[src/rtl/rss_pkg.sv]
package rss_pkg;

  // Position of the recovery sequence inside a window
  typedef enum logic [1:0] {
    STEP_IDLE      = 2'd0,
    STEP_RUN_HOLD  = 2'd1,
    STEP_STOP_HOLD = 2'd2,
    STEP_REARM     = 2'd3
  } stepT;

  // Strobes from the control FSM to the tick counters
  typedef struct packed {
    logic winOpen;   // restart the window counter
    logic winRun;    // window counter advances on ticks
    logic holdClr;   // restart the hold counter
  } timerCmdT;

  localparam logic [1:0] FAULT_FATAL_MIN = 2'b10;

endpackage

[src/rtl/rss_timers.sv]
module rss_timers
  import rss_pkg::*;
#(
  parameter int WINDOW_MS = 5000,
  parameter int HOLD_MS   = 500
) (
  input  logic     clk,
  input  logic     rstN,
  input  logic     msTick,
  input  timerCmdT cmd,
  output logic     winExpire,
  output logic     holdMet
);

  localparam int WIN_W  = $clog2(WINDOW_MS + 1);
  localparam int HOLD_W = $clog2(HOLD_MS + 1);
  localparam logic [WIN_W-1:0]  WIN_LAST = WIN_W'(WINDOW_MS - 1);
  localparam logic [HOLD_W-1:0] HOLD_MAX = HOLD_W'(HOLD_MS);

  logic [WIN_W-1:0]  windowCnt;
  logic [HOLD_W-1:0] holdCnt;

  // Window counter: ticks since the window opened
  always_ff @(posedge clk) begin
    if (!rstN || cmd.winOpen) begin
      windowCnt <= '0;
    end else if (cmd.winRun && msTick) begin
      windowCnt <= (windowCnt == WIN_LAST) ? '0 : windowCnt + 1'b1;
    end
  end

  assign winExpire = cmd.winRun && msTick && (windowCnt == WIN_LAST);

  // Hold counter: saturating tick count since the last step entry
  always_ff @(posedge clk) begin
    if (!rstN || cmd.holdClr) begin
      holdCnt <= '0;
    end else if (msTick && (holdCnt < HOLD_MAX)) begin
      holdCnt <= holdCnt + 1'b1;
    end
  end

  assign holdMet = (holdCnt >= HOLD_MAX);

  AST_WINDOW_RANGE: assert property (@(posedge clk) disable iff (!rstN)
    windowCnt <= WIN_LAST);

  AST_HOLD_SATURATES: assert property (@(posedge clk) disable iff (!rstN)
    holdCnt <= HOLD_MAX);

  AST_OPEN_RESTARTS_WINDOW: assert property (@(posedge clk) disable iff (!rstN)
    cmd.winOpen |=> (windowCnt == '0));

endmodule

[src/rtl/rss_ctrl.sv]
module rss_ctrl
  import rss_pkg::*;
(
  input  logic     clk,
  input  logic     rstN,
  input  logic     swEnable,
  input  logic     swRun,
  input  logic     faultFatal,
  input  logic     winExpire,
  input  logic     holdMet,
  output timerCmdT cmd,
  output logic     runMode,
  output logic     faultClear,
  output logic     windowActive
);

  stepT step, stepNext;
  logic prevSw;
  logic runNext, clearNext, complete;
  logic runEdge, stopEdge;

  // Reset to Run so a switch already at Run is not taken as a move
  always_ff @(posedge clk) begin
    if (!rstN) prevSw <= 1'b1;
    else       prevSw <= swRun;
  end

  assign runEdge  = swEnable &&  swRun && !prevSw;
  assign stopEdge = swEnable && !swRun &&  prevSw;

  always_comb begin
    stepNext    = step;
    runNext     = runMode;
    clearNext   = 1'b0;
    complete    = 1'b0;
    cmd         = '0;
    cmd.winRun  = (step != STEP_IDLE);
    case (step)
      STEP_IDLE: begin
        if (faultFatal) runNext = 1'b0;
        if (runEdge) begin
          if (faultFatal) begin
            stepNext    = STEP_RUN_HOLD;
            cmd.winOpen = 1'b1;
            cmd.holdClr = 1'b1;
          end else begin
            runNext = 1'b1;
          end
        end else if (stopEdge) begin
          runNext = 1'b0;
        end
      end
      STEP_RUN_HOLD: begin
        runNext = 1'b0;
        if (stopEdge) begin
          cmd.holdClr = 1'b1;
          stepNext    = holdMet ? STEP_STOP_HOLD : STEP_REARM;
        end
      end
      STEP_STOP_HOLD: begin
        runNext = 1'b0;
        if (runEdge) begin
          if (holdMet) begin
            complete = 1'b1;
          end else begin
            cmd.holdClr = 1'b1;
            stepNext    = STEP_RUN_HOLD;
          end
        end
      end
      default: begin
        runNext = 1'b0;
        if (runEdge) begin
          cmd.holdClr = 1'b1;
          stepNext    = STEP_RUN_HOLD;
        end
      end
    endcase
    if (step != STEP_IDLE) begin
      if (complete) begin
        stepNext  = STEP_IDLE;
        runNext   = 1'b1;
        clearNext = 1'b1;
      end else if (winExpire || !swEnable) begin
        stepNext = STEP_IDLE;
      end
    end
  end

  always_ff @(posedge clk) begin
    if (!rstN) begin
      step       <= STEP_IDLE;
      runMode    <= 1'b0;
      faultClear <= 1'b0;
    end else begin
      step       <= stepNext;
      runMode    <= runNext;
      faultClear <= clearNext;
    end
  end

  assign windowActive = (step != STEP_IDLE);

  AST_CLEAR_SINGLE: assert property (@(posedge clk) disable iff (!rstN)
    faultClear |=> !faultClear);

  AST_CLEAR_STARTS_RUN: assert property (@(posedge clk) disable iff (!rstN)
    faultClear |-> (runMode && !windowActive));

  AST_WINDOW_HOLDS_STOP: assert property (@(posedge clk) disable iff (!rstN)
    windowActive |-> !runMode);

  AST_WINDOW_NEEDS_FATAL: assert property (@(posedge clk) disable iff (!rstN)
    $rose(windowActive) |-> $past(faultFatal));

  AST_DISABLED_QUIET: assert property (@(posedge clk) disable iff (!rstN)
    !swEnable |=> (!windowActive && !faultClear));

  AST_EXPIRY_NO_RUN: assert property (@(posedge clk) disable iff (!rstN)
    (windowActive && winExpire && !runEdge) |=> (!runMode && !faultClear));

endmodule

[src/rtl/runstop_fault_seq.sv]
module runstop_fault_seq
  import rss_pkg::*;
#(
  parameter int WINDOW_MS = 5000,
  parameter int HOLD_MS   = 500
) (
  input  logic       clk,
  input  logic       rstN,
  input  logic       msTick,
  input  logic       swEnable,
  input  logic       swRun,
  input  logic [1:0] faultLevel,
  output logic       runMode,
  output logic       faultClear,
  output logic       windowActive
);

  timerCmdT timerCmd;
  logic     winExpire;
  logic     holdMet;
  logic     faultFatal;

  assign faultFatal = (faultLevel >= FAULT_FATAL_MIN);

  rss_ctrl u_ctrl (
    .clk          (clk),
    .rstN         (rstN),
    .swEnable     (swEnable),
    .swRun        (swRun),
    .faultFatal   (faultFatal),
    .winExpire    (winExpire),
    .holdMet      (holdMet),
    .cmd          (timerCmd),
    .runMode      (runMode),
    .faultClear   (faultClear),
    .windowActive (windowActive)
  );

  rss_timers #(
    .WINDOW_MS (WINDOW_MS),
    .HOLD_MS   (HOLD_MS)
  ) u_timers (
    .clk       (clk),
    .rstN      (rstN),
    .msTick    (msTick),
    .cmd       (timerCmd),
    .winExpire (winExpire),
    .holdMet   (holdMet)
  );

endmodule

[config.mk]
export PLATFORM = sky130hd
export DESIGN_NAME = runstop_fault_seq
export DESIGN_NICKNAME = d
export VERILOG_FILES = /design/src/rtl/rss_pkg.sv /design/src/rtl/rss_timers.sv /design/src/rtl/rss_ctrl.sv /design/src/rtl/runstop_fault_seq.sv
export SDC_FILE = /design/constraint.sdc
export NUM_CORES = 1
export LEC_CHECK = 0
export ABC_AREA = 0
export BUFFER_PORTS_ARGS = -buffer_cell sky130_fd_sc_hd__buf_2
export CORE_ASPECT_RATIO = 0.6
export CORE_UTILIZATION = 58
export CTS_CLUSTER_DIAMETER = 60
export CTS_CLUSTER_SIZE = 14
export DETAILED_ROUTE_END_ITERATION = 12
export GPL_TIMING_DRIVEN = 0
export PLACE_DENSITY = 0.77
export RECOVER_POWER = 25
export SLEW_MARGIN = 30
export SYNTH_ARGS = -nofsm -noshare
export SYNTH_HDL_FRONTEND = slang
export SYNTH_SLANG_ARGS = --single-unit
[constraint.sdc]
create_clock -name clk -period 2.2 [get_ports clk]
set_clock_uncertainty 0.1 [all_clocks]
set_input_delay 0.22 -clock clk [delete_from_list [all_inputs] [get_ports clk]]
set_output_delay 0.22 -clock clk [all_outputs]
set_load 0.01 [all_outputs]
Yosys cells after proc, flatten, opt, wreduce, memory -nomap -nowiden
Cells that the tools add are included.

storage, ports and cells
  register bits = 27
  bits of input ports = 7
  output and inout port bits = 3

operators by class
  multiplexer cells = 31
  add/subtract/negate cells = 2
  reductions and logical operators = 17
  equality and inequality tests = 3
  $lt $le $gt $ge = 3

operator list
  cell                     number
  $mux W1                  19
  $mux W2                  9
  $add A13 B1 Y13 const B  1
  $eq A13 B13 Y1 const B   1
  $mux W13                 1
  $add A9 B1 Y9 const B    1
  $ge A9 B9 Y1 const B     1
  $lt A9 B9 Y1 const B     1
  $logic_and A1 B1 Y1      7
  $pmux W2 S3              1
  $logic_not A1 Y1         4
  $logic_or A1 B1 Y1       3
  $pmux W1 S3              1
  $eq A2 B1 Y1 const B     1
  $eq A2 B2 Y1 const B     1
  $ge A2 B2 Y1 const B     1
  $logic_not A2 Y1         1
  $reduce_and A2 Y1        1
  $reduce_bool A2 Y1       1

Logic depth before layout (Yosys ltp)
Gate-level depths: netlist of run 1.

  depth after elaboration = 8
  mapped depth = 6
  gate-level depth less buffers = 5

Modules after synthesis
From an unflattened synthesis of run 1, not the netlist that was laid out.

unflattened totals
  cell total of the unflattened synthesis = 156
  area, all modules = 1,387.6 um2

modules (own cells, without submodules)
  module             sequential area each (um2)  area each (um2)  cells each  times used
  rss_timers         440.4                       1,068.5          119         1
  rss_ctrl           100.1                       315.3            36          1
  runstop_fault_seq  0.0                         3.8              1           1

Least setup slack after synthesis of run 1
Ideal clock, no wire load.

  kind = register to register
  start = reg u_timers.windowCnt[0]
  end = reg u_timers.windowCnt[3]
  slack = 439 ps
  cell stages (with the launch flop) = 7
  path buffers = 1
  period minus slack after synthesis = 1,761 ps
  library setup time = 115 ps
  data arrival time = 1,546 ps
  cells stage by stage = dfxtp_1 ha_1 o2111ai_2 or4_1 nand2_2 buf_6 nor2_1

between the ends
  longest elaborated chain between the ends = 2

ends and longest elaborated chain
  what                                               RTL line          text
  start, declared                                    rss_timers.sv:20  logic [WIN_W-1:0] windowCnt;
  start signal, assigned                             rss_timers.sv:28  windowCnt <= (windowCnt == WIN_LAST) ? '0 : windowCnt + 1'b1;
  $add A13 B1 Y13 or $eq A13 B13 Y1 (tied branches)  rss_timers.sv:28
  $mux W13 (*)                                       rss_timers.sv:28

Mark *: on every way between the ends. The rest lies on a longest branch, timed or not.
A chain may end at the register's enable or synchronous reset.

Worst setup path in the final report of run 1
Same ends and word-level chain as after synthesis.

==> results.cfg, run 1 <==
[outcome]
outcome = finished, final reports clean

[cts]
cts_tree = built
cts.sinks = 27
htree_levels = 1
cts_root_buf = clkbuf_8
path_clk_slew_ns = 0.09
ctsResizeCount = 0
clkLatencyLatePin_ns = 0.28
cts.path.max_buffers = 2
ctsHoldBuffers = 0
numCtsBuffers = 3
postCtsSetupBuffers = 0

[hold_path]
min_path_type = input pin to flop
min_to = u_ctrl.prevSw$_SDFF_PN1_
hold_start = rstN
whs_path_depth = 2

[drt]
via_per_inst = 5.86
drt-initial-drc-count = 149
highest_layer = met4
route.met3.wl_um = 150
post_drt_wl_per_cell_um = 13.9
met2_length_um = 1220
wl_met1_um = 1470
antenna_left = 0
detailedRoute.firstPassIterationCount = 4
wirelength_um = 2860
num_vias = 1208
route.detailed.drc = 0

[timing]
setup_viol = 0
grt_setup_unrepaired = no
tns_ns = 0
slew_headroom = 0.467
clock.fmax_ghz = 0.491
min_period_over_period = 0.927
slew_violations = 0
period_needed_ns = 2.04
tightest_slew_ns = 0.796
hold_viol_final = 0

[synthesis]
syn-num-nets = 174
synthXorXnorAreaFrac = 0.0940
synthDistinctLibCells = 41
syn-cell-area_um2 = 1400
synth_compound_area_frac = 0.152
synth_edf_count = 0
async_flop_share = 0
synthSimpleGateAreaFrac = 0.254
synthFlopType = dfxtp_1
ys_ff_latch = 27
ys_top_cells_by_area = dfxtp_1 (39%), xnor2_1 (8.8%), nor2_1 (6.4%)
synth.top_cell.area_share = 0.387
syn_avg_cell_area_um2 = 8.52
synth_mux_area_frac = 0.0143
synthCells = 164
synth_top_cell_by_area = dfxtp_1
synth_top_family_by_area = simple AND/OR/NAND/NOR gates
ys_seq_area_frac = 0.387
synthAdderAreaFrac = 0.0269
yosysWarnings = 0

[floorplan]
rows = 13
coreArea_um2 = 2210
io_pins = 10
die_w_um = 65.4
die_y_um = 40.0
dieArea_um2 = 2620
initial_core_util = 0.632

[critical_path]
critPathLaunch = u_timers.windowCnt[0]$_SDFFE_PP0P_
ff2ff_path_depth = 6
rr_startpoint = u_timers.windowCnt[0]$_SDFFE_PP0P_
worstPathRequired_ns = 2.27
arrival_ns = 2.11
startpoint_type = flop
crit_type = flop to flop
cp_max_fo = 10
end_kind = flop
regToRegEndpoint = u_timers.windowCnt[3]$_SDFFE_PP0P_
rrSetupSlack_ns = 0.16

[cells_and_area]
utilization = 0.685
synthToLayoutAreaGrowth_pct = 8.42
layout_common_cells = dfxtp_1 (27), nor2_1 (24), xnor2_1 (14), inv_1 (12), nand2_1 (8)
antennaDiodeCount = 0
drive_above_1_share = 0.0966
layout_commonest_cell = dfxtp_1
nFillCells = 199
multi_input_area_um2 = 757
seq_area_um2 = 541
nets = 187

[placed_design]
hpwlAfterDp_um = 2160
place_congestion = 0.860
port_buffers = 8

[global_routing]
grt-ovfl-total = 0
grt_pass1_vias = 1061
grt_usage = 0.254
grt_antenna_before_repair = 0
grt_max_degree = 15
grt_pass1_wl_um = 4840

[run]
maxCapViolCount = 0

[power]
total_power_mw = 0.840
peakVddDrop_mv = 0.372
power_density_nw_per_um2 = 554
p_leak_nw = 0.511
-- critical path, cell delays in order, from the launching register on --
cell       delay, ns
dfxtp_1         0.40
ha_1            0.21
o2111ai_2       0.24
or4_1           0.63
nand2_2         0.14
buf_6           0.16
nor2_1          0.06
-- per-layer routing --
metal,up-vias,GRT usage
met2,40,0.392
met3,4,0.0767
met4,0,0.0707
met5,-,0
met1,560,0.346
li1,604,-
-- state kept, by name (all words and copies together), names as in the netlist --
register and flops:
u_ctrl.faultClear 1, u_ctrl.step 2, u_timers.windowCnt 13, u_ctrl.prevSw 1
u_timers.holdCnt 9, u_ctrl.runMode 1
-- Yosys cell counts (2+ instances only) --
| cell | number |
|---|---|
| xnor2_1 | 14 |
| o21ai_0 | 5 |
| or2_2 | 2 |
| o211ai_1 | 3 |
| or4_1 | 3 |
| a2111oi_0 | 2 |
| nand2_1 | 8 |
| nor4_1 | 2 |
| nand3_1 | 6 |
| buf_6 | 2 |
| a31oi_1 | 4 |
| nand4_1 | 5 |
| nor2b_1 | 4 |
| a21oi_1 | 7 |
| mux2i_1 | 2 |
| and3b_1 | 2 |
| clkbuf_8 | 2 |
| a211oi_1 | 2 |
| ha_1 | 3 |
| nor2_1 | 24 |
| nor3_1 | 5 |
| inv_1 | 12 |
| dfxtp_1 | 27 |
-- power by group --
group / switching, mW / internal, mW
clock network: 0.154 / 0.130
registers: 0.00623 / 0.495
logic: 0.0329 / 0.0218
total: 0.193 / 0.646
-- cells by family after synthesis --
family          count (synthesis)
compound gates                 31
fa+ha+maj                       3
flops                          27
buf+inv                        17
mux                             2
xor+xnor                       15
simple gates                   69
-- worst max path at each step --
stage	to	slack (ns)	cells past startpoint
final	u_timers.windowCnt[3]$_SDFFE_PP0P_	0.16	6
after global routing	u_timers.windowCnt[10]$_SDFFE_PP0P_	0.07	6
after CTS	u_timers.windowCnt[3]$_SDFFE_PP0P_	0.18	6
after detailed placement	u_timers.windowCnt[3]$_SDFFE_PP0P_	0.21	6
after global placement	u_timers.windowCnt[4]$_SDFFE_PP0P_	0.25	6
after floorplan	u_timers.windowCnt[3]$_SDFFE_PP0P_	0.44	6
-- cell type report --
type,instances,area share
Multi-Input combinational cell,120,0.500
Sequential cell,27,0.357
Buffer,5,0.0363
Clock buffer,4,0.0297
Inverter,12,0.0297
Tap cell,30,0.0248
Timing Repair Buffer,8,0.0231
-- through the flow --
stage	cells	area, µm²	hold WS [ns]	worst slack (ns)
floorplan	164	1400	0.193	0.439
detailed placement	202	1480	0.356	0.207
finish	206	1520	0.0722	0.162
CTS	206	1520	0.0614	0.180
global route	206	1520	0.0561	0.0727
global placement	202	1480	0.350	0.251
(Power assumes the default switching activity.)
==> inputs of run 2 (changes only) <==
ABC_AREA = 1   (was 0)
CORE_UTILIZATION = 59   (was 58)
PLACE_DENSITY = 0.88   (was 0.77)
==> results.cfg, run 2 <==
[outcome]
outcome = finished, final reports clean

[cts]
path_clk_slew_ns = 0.09
cts.path.max_buffers = 2
htree_levels = 1
ctsHoldBuffers = 0
cts_tree = built
cts_root_buf = clkbuf_8
numCtsBuffers = 3
ctsResizeCount = 0
cts.sinks = 27
clkLatencyLatePin_ns = 0.27
postCtsSetupBuffers = 0

[timing]
period_needed_ns = 1.75
grt_setup_unrepaired = no
slew_violations = 0
hold_viol_final = 0
tns_ns = 0
setup_ws_ns = 0.453
slew_headroom = 0.691
setup_viol = 0
whs_ns = 0.0603
tightest_slew_ns = 0.462
clock.fmax_ghz = 0.572
min_period_over_period = 0.794

[drt]
detailedRoute.firstPassIterationCount = 4
via_per_inst = 5.09
num_vias = 1471
route.detailed.drc = 0
post_drt_wl_per_cell_um = 10.8
drt-initial-drc-count = 113
wirelength_um = 3110
antenna_left = 0

[synthesis]
ys_top_cells_by_area = dfxtp_1 (35%), nand2_1 (18%), nor2_1 (9.9%)
synthMostInstantiatedCell = nand2_1
async_flop_share = 0
syn-num-nets = 255
synthDistinctLibCells = 26
synth_top_cell_by_area = dfxtp_1
synth_commonest_cells = nand2_1 (73), nor2_1 (41), inv_1 (40)
syn_avg_cell_area_um2 = 6.37
syn-cell-area_um2 = 1560
synthFlopType = dfxtp_1
yosysWarnings = 0
synth.top_cell.area_share = 0.346
ys_ff_latch = 27
synthCells = 245
ys_seq_area_frac = 0.346
synth_edf_count = 0

[hold_path]
min_path_type = input pin to flop

[cells_and_area]
drive_above_1_share = 0.0817
largest_register_ffs = 13
nets = 268
layout_commonest_cell = nand2_1
layout_common_cells = nand2_1 (74), nor2_1 (42), inv_1 (40), dfxtp_1 (27), nand3_1 (13)
nFillCells = 211
reg_top3 = u_timers.windowCnt (13), u_timers.holdCnt (9), u_ctrl.step (2)
synthToLayoutAreaGrowth_pct = 7.21
top_register = u_timers.windowCnt
antennaDiodeCount = 0

[global_routing]
grt-ovfl-total = 0
grt_max_degree = 16
grt_pass1_vias = 1279
grt_pass1_wl_um = 5610
grt_usage = 0.263
grt_antenna_before_repair = 0

[floorplan]
initial_core_util = 0.623
dieArea_um2 = 2860
coreArea_um2 = 2500
die_w_um = 68.4
die_y_um = 41.9
rows = 14
io_pins = 10

[critical_path]
critPathMaxStageDelay_ns = 0.35
cp_common_cell = nor2_1
slowest_stage = dfxtp_1
startpoint_type = flop
cp_max_fo = 8
worstPathRequired_ns = 2.25
crit_type = flop to flop
end_kind = flop
arrival_ns = 1.80
path_cells = nor2_1, nand2_1, o21ai_2, o21bai_1, nor2_1

[power]
power_density_nw_per_um2 = 502
peakVddDrop_mv = 0.482
total_power_mw = 0.841
p_leak_nw = 0.741

[run]
maxCapViolCount = 0

[placed_design]
hpwlAfterDp_um = 2450
port_buffers = 8
place_ws_ns = 0.557
place_congestion = 0.825
## run 2: changes by cell type in the layout (fill, tap and decap cells not counted), moves of 4 or more
cell     delta
xnor2_1    -13
nor2b_1     -4
nand2_1    +66
a31oi_1     -4
xor2_1      +5
nor2_1     +18
nand3_1     +7
inv_1      +28
## run 2: worst max-delay path: cells and delay by family, from the launching register on
kind | cells | cell delay [ns]
and+or+nand+nor | 3 | 0.54
AOI/OAI and AO/OA | 2 | 0.65
DFF | 1 | 0.35
## run 2: report_power, final
part / switching [mW] / internal, mW / total (mW)
logic: 0.0405 / 0.0210 / 0.0615
clock network: 0.154 / 0.127 / 0.280
registers: 0.00493 / 0.494 / 0.499
total: 0.199 / 0.642 / 0.841
## run 2: final cells by class
type,instances,area [µm²],area share
Buffer,1,11.3,0.00673
Timing Repair Buffer,8,36.3,0.0217
Inverter,41,154,0.0919
Multi-Input combinational cell,176,846,0.505
Sequential cell,27,541,0.323
Clock buffer,3,41.3,0.0247
Tap cell,32,40.0,0.0239
Clock inverter,1,5.00,0.00299
## run 2: per-stage QoR
step / util / area (µm²) / std cells
floorplan: - / 1560 / 245
global placement: 0.655 / 1640 / 285
detailed placement: 0.655 / 1640 / 285
CTS: 0.674 / 1690 / 289
global route: 0.668 / 1670 / 289
finish: 0.668 / 1670 / 289
## run 2: metal layers
layer | wire [µm] | share of wire | vias up | global-route usage
li1 | - | - | 774 | -
met1 | 1560 | 0.50 | 643 | 0.398
met2 | 1300 | 0.42 | 52 | 0.380
met3 | 243 | 0.078 | 2 | 0.0604
met4 | 12 | 0.0039 | 0 | 0.0500
met5 | 0 | 0 | - | 0
## run 2: path summary, 6_finish.rpt
check,endpoint,depth (start not counted),start,slack (ns)
setup / recovery,u_timers.windowCnt[7]$_SDFFE_PP0P_,5,u_ctrl.step[1]$_SDFF_PN0_,0.45
hold / removal,u_ctrl.prevSw$_SDFF_PN1_,2,swRun,0.06
setup reg to reg,u_timers.windowCnt[7]$_SDFFE_PP0P_,5,u_ctrl.step[1]$_SDFF_PN0_,0.45
hold reg to reg,u_timers.windowCnt[1]$_SDFFE_PP0P_,2,u_timers.windowCnt[1]$_SDFFE_PP0P_,0.40
## run 2: kinds of logic after synthesis
group | after synthesis | share of synthesized area
AOI/OAI and AO/OA | 17 | 0.0625
xor gates and xnor gates | 7 | 0.0393
adders and majority gates | 3 | 0.0240
buffers and inverters | 42 | 0.106
DFF | 27 | 0.346
and+or+nand+nor | 149 | 0.422
==> inputs of run 3 (changes only) <==
ABC_AREA = 0   (was 1)
CORE_UTILIZATION = 58   (was 59)
PLACE_DENSITY = 0.87   (was 0.88)
clock period = 1.8 ns   (was 2.2 ns; I/O delays follow)
==> results.cfg, run 3 (synthesis results as in run 1) <==
[outcome]
outcome = finished, violations left
violations = negative setup slack

[global_routing]
grt_pass1_vias = 1039
use_met1 = 0.349
busiest_layer = met2
grt_use_met3 = 0.0568
grt_usage = 0.264
grt_max_degree = 15
grt_pass1_wl_um = 4920
grt_antenna_before_repair = 0
grt-ovfl-total = 0
met2_usage = 0.433

[floorplan]
rows = 13
die_y_um = 40.0
die_w_um = 65.4
coreArea_um2 = 2210
dieArea_um2 = 2620
io_pins = 10
initial_core_util = 0.632

[critical_path]
cp_max_fo = 9
critPathBufInv = 0
end_kind = flop
arrival_ns = 1.99
slowest_stage = dfxtp_1
crit_type = flop to flop
critPathMaxStageDelay_ns = 0.49
crit_family = simple AND/OR/NAND/NOR gates
path_cells = and3b_1, a31oi_2, a31oi_2, nor3_1
startpoint_type = flop
worstPathRequired_ns = 1.88
cp_common_cell = a31oi_2

[cts]
ctsHoldBuffers = 0
path_clk_slew_ns = 0.09
cts.sinks = 27
cts_tree = built
cts.path.max_buffers = 2
htree_levels = 1
cts_root_buf = clkbuf_8
numCtsBuffers = 3
clkLatencyLatePin_ns = 0.28

[drt]
num_vias = 1405
route.detailed.drc = 0
wirelength_um = 3930
detailedRoute.firstPassIterationCount = 5
post_drt_wl_per_cell_um = 18.0
drt-initial-drc-count = 290
via_per_inst = 6.44
antenna_left = 0

[cells_and_area]
reg_top3 = u_timers.windowCnt (13), u_timers.holdCnt (9), u_ctrl.step (2)
layout_common_cells = dfxtp_1 (21), nor2_1 (14), xnor2_1 (14), inv_1 (12), buf_4 (11)
post-route-cell-area_um2 = 1740
drive_above_1_share = 0.282
top_register = u_timers.windowCnt
largest_register_ffs = 13
synthToLayoutAreaGrowth_pct = 24.7
layout_commonest_cell = dfxtp_1
nets = 199
antennaDiodeCount = 0

[run]
maxCapViolCount = 0

[hold_path]
min_path_type = input pin to flop

[timing]
slew_violations = 0
setup_ws_ns = -0.110
slew_headroom = 0.627
hold_viol_final = 0
setup_viol = 12
whs_ns = 0.0428
tightest_slew_ns = 0.546
grt_setup_unrepaired = yes
period_needed_ns = 1.91
clock.fmax_ghz = 0.524
min_period_over_period = 1.06

[placed_design]
port_buffers = 8
hpwlAfterDp_um = 2230
placed_area_um2 = 1480
place_congestion = 0.796

[power]
seqPwrFrac = 0.584
p_int_mw = 0.801
p_leak_nw = 0.578
power_density_nw_per_um2 = 602
swShare = 0.236
power.switching_mw = 0.248
peakVddDrop_mv = 0.652
power_frac_comb = 0.088
pwr-share-clk = 0.328
## run 3: cell types whose count changed in the layout (fill, tap and decap cells not counted), sizes merged, moves of 5 or more
| cell | change |
|---|---|
| buf | +13 |
| inv | -29 |
| nand2 | -68 |
| nand3 | -8 |
| nor2 | -21 |
| xnor2 | +13 |
| xor2 | -5 |
## run 3: path summary, 6_finish.rpt
path                                       startpoint                             endpoint  slack (ns)  cells past startpoint
setup / recovery             u_ctrl.prevSw$_SDFF_PN1_     u_timers.holdCnt[2]$_SDFFE_PP0P_       -0.11                      4
hold reg to reg   u_timers.windowCnt[12]$_SDFFE_PP0P_  u_timers.windowCnt[12]$_SDFFE_PP0P_        0.43                      2
setup reg to reg             u_ctrl.prevSw$_SDFF_PN1_     u_timers.holdCnt[2]$_SDFFE_PP0P_       -0.11                      4
hold / removal                                   rstN             u_ctrl.prevSw$_SDFF_PN1_        0.04                      2
## run 3: power by group through the flow
stage	sequential [mW]	combinational, mW	clock, mW
2_1_floorplan	0.625	0.0431	0
3_3_place_gp	0.625	0.0621	0
3_5_place_dp	0.626	0.0665	0
4_1_cts	0.612	0.0728	0.347
5_1_grt	0.614	0.0978	0.371
6_report	0.613	0.0924	0.344
## run 3: through the flow
stage	setup WS [ns]	total power [mW]	std cells	utilization	TNS (ns)
2_1_floorplan	0.0389	0.668	164	-	0
3_3_place_gp	-0.131	0.688	202	0.667	-1.40
3_5_place_dp	-0.181	0.693	202	0.667	-2.20
4_1_cts	-0.0397	1.03	207	0.708	-0.298
5_1_grt	-0.127	1.08	218	0.788	-1.36
6_report	-0.110	1.05	218	0.788	-0.532
## run 3: timing repair
action                     4_1_cts  5_1_grt
gates resized for setup          9       24
cloned                           0        1
pin swaps                        2        7
buffers inserted                 1       10
setup endpoints to repair       24       22
## run 3: worst reg2reg max path: cells and delay by family (launching register included)
family	cells	cell delay (ns)
DFF	1	0.49
and+or+nand+nor	2	0.62
AOI/OAI and AO/OA	2	0.60
## run 3: metal layers
metal  wire (µm)  vias to the layer above
li1            -                      627
met1        1680                      644
met2        1760                      116
met3         362                       18
met4         123                        0
met5           0                        -
## run 3: layout make-up
cell class | count | area [µm²]
Timing Repair Buffer | 20 | 144
Sequential cell | 27 | 551
Fill cell | 132 | 469
Multi-Input combinational cell | 120 | 862
Inverter | 12 | 45.0
Buffer | 5 | 58.8
Tap cell | 30 | 37.5
Clock buffer | 4 | 45.0
